$ cat config.mk
export PLATFORM = sky130hd
export DESIGN_NAME = chime_gen
export DESIGN_NICKNAME = d
export VERILOG_FILES = /design/src/rtl/chime_pkg.sv /design/src/rtl/chime_tone_div.sv /design/src/rtl/chime_time_latch.sv /design/src/rtl/chime_sched.sv /design/src/rtl/chime_spk_mux.sv /design/src/rtl/chime_gen.sv
export SDC_FILE = /design/constraint.sdc
export NUM_CORES = 1
export LEC_CHECK = 0
export BUFFER_PORTS_ARGS = -buffer_cell sky130_fd_sc_hd__buf_2
export CORE_ASPECT_RATIO = 0.8
export CORE_UTILIZATION = 57
export CTS_CLUSTER_SIZE = 16
export DETAILED_ROUTE_END_ITERATION = 8
export PLACE_DENSITY = 0.77
export RECOVER_POWER = 100
export SLEW_MARGIN = 20
export SYNTH_ARGS = -nofsm -noshare
export SYNTH_HDL_FRONTEND = slang
export SYNTH_HIERARCHICAL = 1
export SYNTH_SLANG_ARGS = --single-unit
export TNS_END_PERCENT = 30
$ cat constraint.sdc
create_clock -name clk -period 2.5 [get_ports clk]
set_input_delay 0.125 -clock clk [delete_from_list [all_inputs] [get_ports clk]]
set_output_delay 0.125 -clock clk [all_outputs]
set_load 0.01 [all_outputs]
$ cat src/rtl/chime_pkg.sv
// chime_pkg
// Shared types and decode helpers for the hourly chime generator.
// Assumes the clock supplies valid BCD digits (0..9 each).
package chime_pkg;

    // Which source drives the speaker register
    typedef enum logic [1:0] {
        TONE_MUTE = 2'd0,
        TONE_LOW  = 2'd1,
        TONE_HIGH = 2'd2
    } tone_sel_e;

    // Registered copy of the clock's minute and second digits
    typedef struct packed {
        logic [3:0] mt;
        logic [3:0] mu;
        logic [3:0] st;
        logic [3:0] su;
    } bcd_time_t;

    // Number of tone sources built by the generate loop
    localparam int NUM_TONES = 2;

    // True in the even seconds 50..58 of minute 59
    function automatic logic is_prehour_beep(input bcd_time_t t);
        return (t.mt == 4'd5) && (t.mu == 4'd9) &&
               (t.st == 4'd5) && (t.su[0] == 1'b0);
    endfunction

    // True exactly at minute 00 second 00
    function automatic logic is_on_hour(input bcd_time_t t);
        return (t.mt == 4'd0) && (t.mu == 4'd0) &&
               (t.st == 4'd0) && (t.su == 4'd0);
    endfunction

endpackage

$ cat src/rtl/chime_tone_div.sv
// chime_tone_div
// Free-running square-wave divider: the output toggles after every HALF
// system clock cycles. Assumes HALF >= 2 and that CW can hold HALF-1.
module chime_tone_div #(
    parameter int HALF = 12500,
    parameter int CW   = 15
) (
    input  logic clk,
    input  logic rst_n,
    output logic tone_o
);

    localparam logic [CW-1:0] LAST = CW'(HALF - 1);

    logic [CW-1:0] cnt;
    logic          tone_q;

    // Count cycles within a half period and flip the tone at its end
    always_ff @(posedge clk) begin
        if (!rst_n) begin
            cnt    <= '0;
            tone_q <= 1'b0;
        end else if (cnt == LAST) begin
            cnt    <= '0;
            tone_q <= ~tone_q;
        end else begin
            cnt <= cnt + 1'b1;
        end
    end

    assign tone_o = tone_q;

    // counter never leaves its half-period range
    p_count_range_r2: assert property (@(posedge clk) disable iff (!rst_n)
        cnt <= LAST);

    // the tone only flips right after the last count of a half period
    p_toggle_point_r3: assert property (@(posedge clk) disable iff (!rst_n)
        (tone_q != $past(tone_q)) |-> ($past(cnt) == LAST));

endmodule

$ cat src/rtl/chime_time_latch.sv
// chime_time_latch
// Captures the BCD minute/second digits on the second strobe and records
// that a valid time has been seen since reset. Assumes the digits are
// stable and valid in the cycle sec_tick is high.
module chime_time_latch
    import chime_pkg::*;
(
    input  logic       clk,
    input  logic       rst_n,
    input  logic       sec_tick,
    input  logic [3:0] min_tens,
    input  logic [3:0] min_ones,
    input  logic [3:0] sec_tens,
    input  logic [3:0] sec_ones,
    output bcd_time_t  time_o,
    output logic       valid_o
);

    bcd_time_t time_q;
    logic      valid_q;

    // Sample the digits on the strobe only; hold them otherwise
    always_ff @(posedge clk) begin
        if (!rst_n) begin
            time_q  <= '0;
            valid_q <= 1'b0;
        end else if (sec_tick) begin
            time_q  <= '{mt: min_tens, mu: min_ones, st: sec_tens, su: sec_ones};
            valid_q <= 1'b1;
        end
    end

    assign time_o  = time_q;
    assign valid_o = valid_q;

    // without a strobe the captured time does not move
    p_hold_time_r8: assert property (@(posedge clk) disable iff (!rst_n)
        !sec_tick |=> $stable(time_q) && $stable(valid_q));

    // a strobe always leaves a valid capture behind
    p_valid_after_tick_r8: assert property (@(posedge clk) disable iff (!rst_n)
        sec_tick |=> valid_q);

endmodule

$ cat src/rtl/chime_sched.sv
// chime_sched
// Decodes the captured time into a tone selection: low tone on the even
// seconds from 59:50, high tone at 00:00, mute otherwise and before the
// first capture. Purely combinational; the caller registers the result.
module chime_sched
    import chime_pkg::*;
(
    input  bcd_time_t time_i,
    input  logic      valid_i,
    output tone_sel_e sel_o
);

    // Pick the tone source from the captured time
    always_comb begin
        sel_o = TONE_MUTE;
        if (valid_i) begin
            if (is_on_hour(time_i)) begin
                sel_o = TONE_HIGH;
            end else if (is_prehour_beep(time_i)) begin
                sel_o = TONE_LOW;
            end
        end
    end

    // the two chime windows never overlap
    always_comb begin
        a_disjoint_r4: assert (!(is_on_hour(time_i) && is_prehour_beep(time_i)));
    end

endmodule

$ cat src/rtl/chime_spk_mux.sv
// chime_spk_mux
// Registers the speaker pin from the selected tone source so the pin only
// changes on a clock edge. Assumes tone_i[0] is the low tone, tone_i[1]
// the high tone.
module chime_spk_mux
    import chime_pkg::*;
(
    input  logic                 clk,
    input  logic                 rst_n,
    input  tone_sel_e            sel_i,
    input  logic [NUM_TONES-1:0] tone_i,
    output logic                 spk_o
);

    logic spk_q;

    // Drive the speaker from the chosen tone or hold it low
    always_ff @(posedge clk) begin
        if (!rst_n) begin
            spk_q <= 1'b0;
        end else begin
            unique case (sel_i)
                TONE_LOW:  spk_q <= tone_i[0];
                TONE_HIGH: spk_q <= tone_i[1];
                default:   spk_q <= 1'b0;
            endcase
        end
    end

    assign spk_o = spk_q;

    // reset silences the speaker on the following edge
    p_reset_quiet_r1: assert property (@(posedge clk)
        !rst_n |=> !spk_q);

    // a mute selection yields a low pin one cycle later
    p_mute_low_r7: assert property (@(posedge clk) disable iff (!rst_n)
        (sel_i == TONE_MUTE) |=> !spk_q);

    // low selection follows the low tone by one cycle
    p_low_follow_r4: assert property (@(posedge clk) disable iff (!rst_n)
        (sel_i == TONE_LOW) |=> (spk_q == $past(tone_i[0])));

    // high selection follows the high tone by one cycle
    p_high_follow_r6: assert property (@(posedge clk) disable iff (!rst_n)
        (sel_i == TONE_HIGH) |=> (spk_q == $past(tone_i[1])));

endmodule

$ cat src/rtl/chime_gen.sv
// chime_gen
// Top of the hourly chime generator: two octave-spaced tone dividers, a
// strobe-sampled time register, the schedule decoder and the registered
// speaker mux. Assumes sec_tick is a single-cycle pulse with valid BCD
// digits alongside it.
module chime_gen
    import chime_pkg::*;
#(
    parameter int LO_HALF = 25000
) (
    input  logic       clk,
    input  logic       rst_n,
    input  logic       sec_tick,
    input  logic [3:0] min_tens,
    input  logic [3:0] min_ones,
    input  logic [3:0] sec_tens,
    input  logic [3:0] sec_ones,
    output logic       spk_o
);

    localparam int HI_HALF = LO_HALF / 2;
    localparam int CW      = $clog2(LO_HALF + 1);

    logic [NUM_TONES-1:0] tones;
    bcd_time_t            cap_time;
    logic                 cap_valid;
    tone_sel_e            sel;

    // One divider per tone; index 0 low, index 1 an octave higher
    for (genvar gi = 0; gi < NUM_TONES; gi++) begin : g_tone
        localparam int HALF_I = (gi == 0) ? LO_HALF : HI_HALF;
        chime_tone_div #(
            .HALF (HALF_I),
            .CW   (CW)
        ) u_div (
            .clk    (clk),
            .rst_n  (rst_n),
            .tone_o (tones[gi])
        );
    end

    chime_time_latch u_latch (
        .clk      (clk),
        .rst_n    (rst_n),
        .sec_tick (sec_tick),
        .min_tens (min_tens),
        .min_ones (min_ones),
        .sec_tens (sec_tens),
        .sec_ones (sec_ones),
        .time_o   (cap_time),
        .valid_o  (cap_valid)
    );

    chime_sched u_sched (
        .time_i  (cap_time),
        .valid_i (cap_valid),
        .sel_o   (sel)
    );

    chime_spk_mux u_mux (
        .clk    (clk),
        .rst_n  (rst_n),
        .sel_i  (sel),
        .tone_i (tones),
        .spk_o  (spk_o)
    );

    // odd seconds of minute 59 are always silent at the pin
    p_odd_quiet_r5: assert property (@(posedge clk) disable iff (!rst_n)
        (cap_valid && cap_time.mt == 4'd5 && cap_time.mu == 4'd9 &&
         cap_time.su[0]) |=> !spk_o);

    // the pin stays low in the cycle right after reset release
    p_first_cycle_r9: assert property (@(posedge clk) disable iff (!rst_n)
        $rose(rst_n) |-> !spk_o);

endmodule

==> key figures <==
Power and ir drop
  • Clock power frac: 0.373
  • Combinational share of power: 0.058
  • Seq pwr share: 0.569
  • Switch share: 0.215
  • Pint: 1.16 mW
  • Leakage power: 0.851 nW
  • Worst IR drop on VDD: 521 uV
  • Power density over the cells: 628 nW/um^2
  • Sw power: 0.318 mW

Placement
  • Dpl ws: 0.521 ns
  • Post-DP HPWL: 2490 microns
  • Buffers on Ports: 19
  • DP Area: 2270 sq um
  • GP Congestion: 0.808

Min path
  • HP Start: sec_ones[3]
  • Hold Path Class: in -> reg

Critical path
  • Crit. Startpoint: g_tone[1].u_div/cnt[0]$_SDFF_PP0_
  • Critical-path maximum fanout: 4
  • Slowest CP cell: or4_1
  • Reg-to-reg setup timing slack: 0.44 ns
  • Delay of the slowest critical-path stage: 0.61 ns
  • CP cell instances: ha_1, or4b_1, or4_1, xnor2_1, and2_0
  • Worst EP required: 2.70 ns
  • Setup CP Type: reg -> reg
  • Crit. End Element: register
  • Gate family responsible for the most delay along the worst path: simple AND/OR/NAND/NOR gates
  • Crit path arrival time: 2.26 ns
  • CP Launch Type: register
  • Critical R2R Launch: g_tone[1].u_div/cnt[0]$_SDFF_PP0_
  • Crit path buf inv count: 0

Die
  • Cell Rows: 19
  • Starting Density: 0.617
  • Ports: 20
  • Area of the die: 4090 sq um
  • Die Ht: 57.4 microns
  • Area of the core: 3540 sq um
  • Die Wd: 71.2 microns

Timing
  • Final number of setup-violating endpoints: 0
  • Worst Skew: 0.00596 ns
  • Worst hold margin: 0.0744 ns
  • Final Slew Violations: 0
  • Crit share post-route: 0.824
  • RSZ-0062 raised after global routing: false
  • Max Fclk: 486 MHz
  • Setup TNS: 0 ns
  • Worst slew pin tran: 1.13 ns
  • Slew margin rel.: 0.246
  • Fin crit period: 2.06 ns
  • Final Hold Viols: 0
  • Post-route setup slack: 0.441 ns

Global routing
  • Vias in the first global route: 1,417
  • Initial antenna violation count: 0
  • Gr usage total: 0.198
  • Largest net degree at the start of global routing: 26
  • Wire length of the first global-routing pass: 6240 microns
  • GRT overflow: 0

Layout
  • Layout Cell Area excl Fill: 2350 sq um
  • Ant diodes: 0
  • Fin nets: 265
  • Fill cells: 296
  • Layout cell share with drive strength beyond 1: 0.128
  • Syn-to-layout area delta: 7.79%

Route
  • Antenna viol nets, final: 0
  • Residual DRC: 1
  • TritonRoute pass-1 iters: 6
  • Via/cell ratio: 5.26
  • Routed vias: 1,494
  • Final wirelength: 3570 microns
  • Wire per inst: 12.6 microns
  • DRT iter0 DRCs: 54

Yosys
  • Mean Syn Cell Area: 9.89 sq um
  • Mapped cell area: 2180 sq um
  • Sequential area share after synthesis: 0.458
  • Yosys reg bits: 50
  • Post-synth cell types: 29
  • Number of flops mapped to enable cells by yosys: 0
  • Post-Syn Instances: 221
  • Synth async-reset ratio: 0
  • Yosys warns: 6
  • Mapped Nets: 244
  • Top FF cell, synth: dfxtp_1

CTS
  • Post-CTS sizing: 0
  • Htree depth: 2
  • Setup bufs post-CTS: 0
  • CTS sink count: 50
  • CTS Buf Count: 5
  • Worst-path clk slew: 0.09 ns
  • Hold_buf cts: 0
  • Worst skew pair latency: 0.30 ns
  • CTS tree: yes
  • Root buffer cell: clkbuf_8
  • CTS Buffer Depth: 2

Run
  • Max-Cap Viols: 0

Run status
  • Failing checks: design-rule violations
  • Status: finished, violations left
-- tightest hold or removal path: stages --
cell	delay [ns]
buf_2	0.07
mux2i_1	0.05
nor2b_1	0.09
-- per-stage QoR --
| stage | util | cells | total power [mW] |
|---|---|---|---|
| after floorplan | - | 221 | 0.924 |
| after global placement | 0.641 | 277 | 0.943 |
| after detailed placement | 0.641 | 277 | 0.946 |
| after CTS | 0.671 | 284 | 1.49 |
| after global routing | 0.665 | 284 | 1.54 |
| final | 0.665 | 284 | 1.48 |
-- synth_stat cells, types with 3 or more instances --
library cell   n  area (sq um)
nor4_1         6          37.5
nor2_1        35           131
nor2b_1       16           100
mux2i_1       16           160
or4b_1         3          30.0
dfxtp_1       50          1000
nand4_1        9          56.3
nor3_1         9          45.0
ha_1           4          50.1
nand3_1        9          45.0
nand2_1        8          30.0
inv_1          6          22.5
xor2_1         4          35.0
and2_1         3          18.8
xnor2_1       24           210
-- metal layers --
metal | up-vias | routed length (microns) | GRT usage
li1 | 795 | - | -
met2 | 26 | 1480 | 0.291
met3 | 9 | 108 | 0.0530
met4 | 0 | 62 | 0.0886
met1 | 664 | 1920 | 0.274
met5 | - | 0 | 0
-- area by class of cell --
type | count | area, sq um | share of cell area
well taps | 42 | 52.6 | 0.0223
multi-input cells | 160 | 1080 | 0.458
flip-flops and latches | 50 | 1000 | 0.425
clock inverters | 2 | 38.8 | 0.0165
repair buffers | 19 | 92.6 | 0.0393
clock buffers | 5 | 68.8 | 0.0292
inverters | 6 | 22.5 | 0.00956
-- logic make-up (layout without fill, tap and decap cells) --
| group | Yosys count | count (layout) | share of synthesized area |
|---|---|---|---|
| mux | 16 | 16 | 0.0733 |
| flops | 50 | 50 | 0.458 |
| compound gates | 2 | 2 | 0.00688 |
| buf+inv | 11 | 32 | 0.0384 |
| fa+ha+maj | 4 | 4 | 0.0229 |
| xor+xnor | 28 | 28 | 0.112 |
| simple gates | 110 | 110 | 0.288 |
-- worst paths after layout --
| kind | end | cells past startpoint |
|---|---|---|
| worst max-delay path | g_tone[1].u_div/tone_o$_SDFFE_PN0N_ | 5 |
| worst min-delay path | u_latch/time_o[3]$_SDFFE_PN0P_ | 3 |
| worst max register to register | g_tone[1].u_div/tone_o$_SDFFE_PN0N_ | 5 |
| worst min register to register | u_latch/valid_o$_SDFFE_PN0P_ | 1 |
-- cell usage in the layout, fill, tap and decap left out, drive strengths merged --
| cell type | n |
|---|---|
| o21a | 1 |
| a22oi | 1 |
| and2 | 3 |
| clkbuf | 7 |
| or4 | 3 |
| xor2 | 4 |
| and3 | 2 |
| nor4 | 8 |
| bufinv | 1 |
| or4b | 3 |
| buf | 17 |
| inv | 6 |
| ha | 4 |
| nand2 | 10 |
| clkinv | 1 |
| nor2 | 35 |
| dfxtp | 50 |
| nor3b | 1 |
| nor2b | 16 |
| xnor2 | 24 |
| nand3 | 9 |
| nand4 | 9 |
| mux2i | 16 |
| nor4b | 1 |
| nor3 | 9 |
| or2 | 1 |
-- sequential cells by signal, summed over array words and instances, names as in the netlist --
register / count
g_tone.u_div/tone_o: 2
u_latch/valid_o: 1
u_mux/spk_o: 1
g_tone.u_div/cnt: 30
u_latch/time_o: 16
-- power groups by stage --
| stage | clock, mW | sequential [mW] | combinational (mW) |
|---|---|---|---|
| floorplan | 0 | 0.855 | 0.0690 |
| global placement | 0 | 0.859 | 0.0844 |
| detailed placement | 0 | 0.859 | 0.0871 |
| CTS | 0.565 | 0.841 | 0.0878 |
| global route | 0.605 | 0.844 | 0.0943 |
| finish | 0.552 | 0.841 | 0.0853 |
Power figures use the tool's default switching activity.
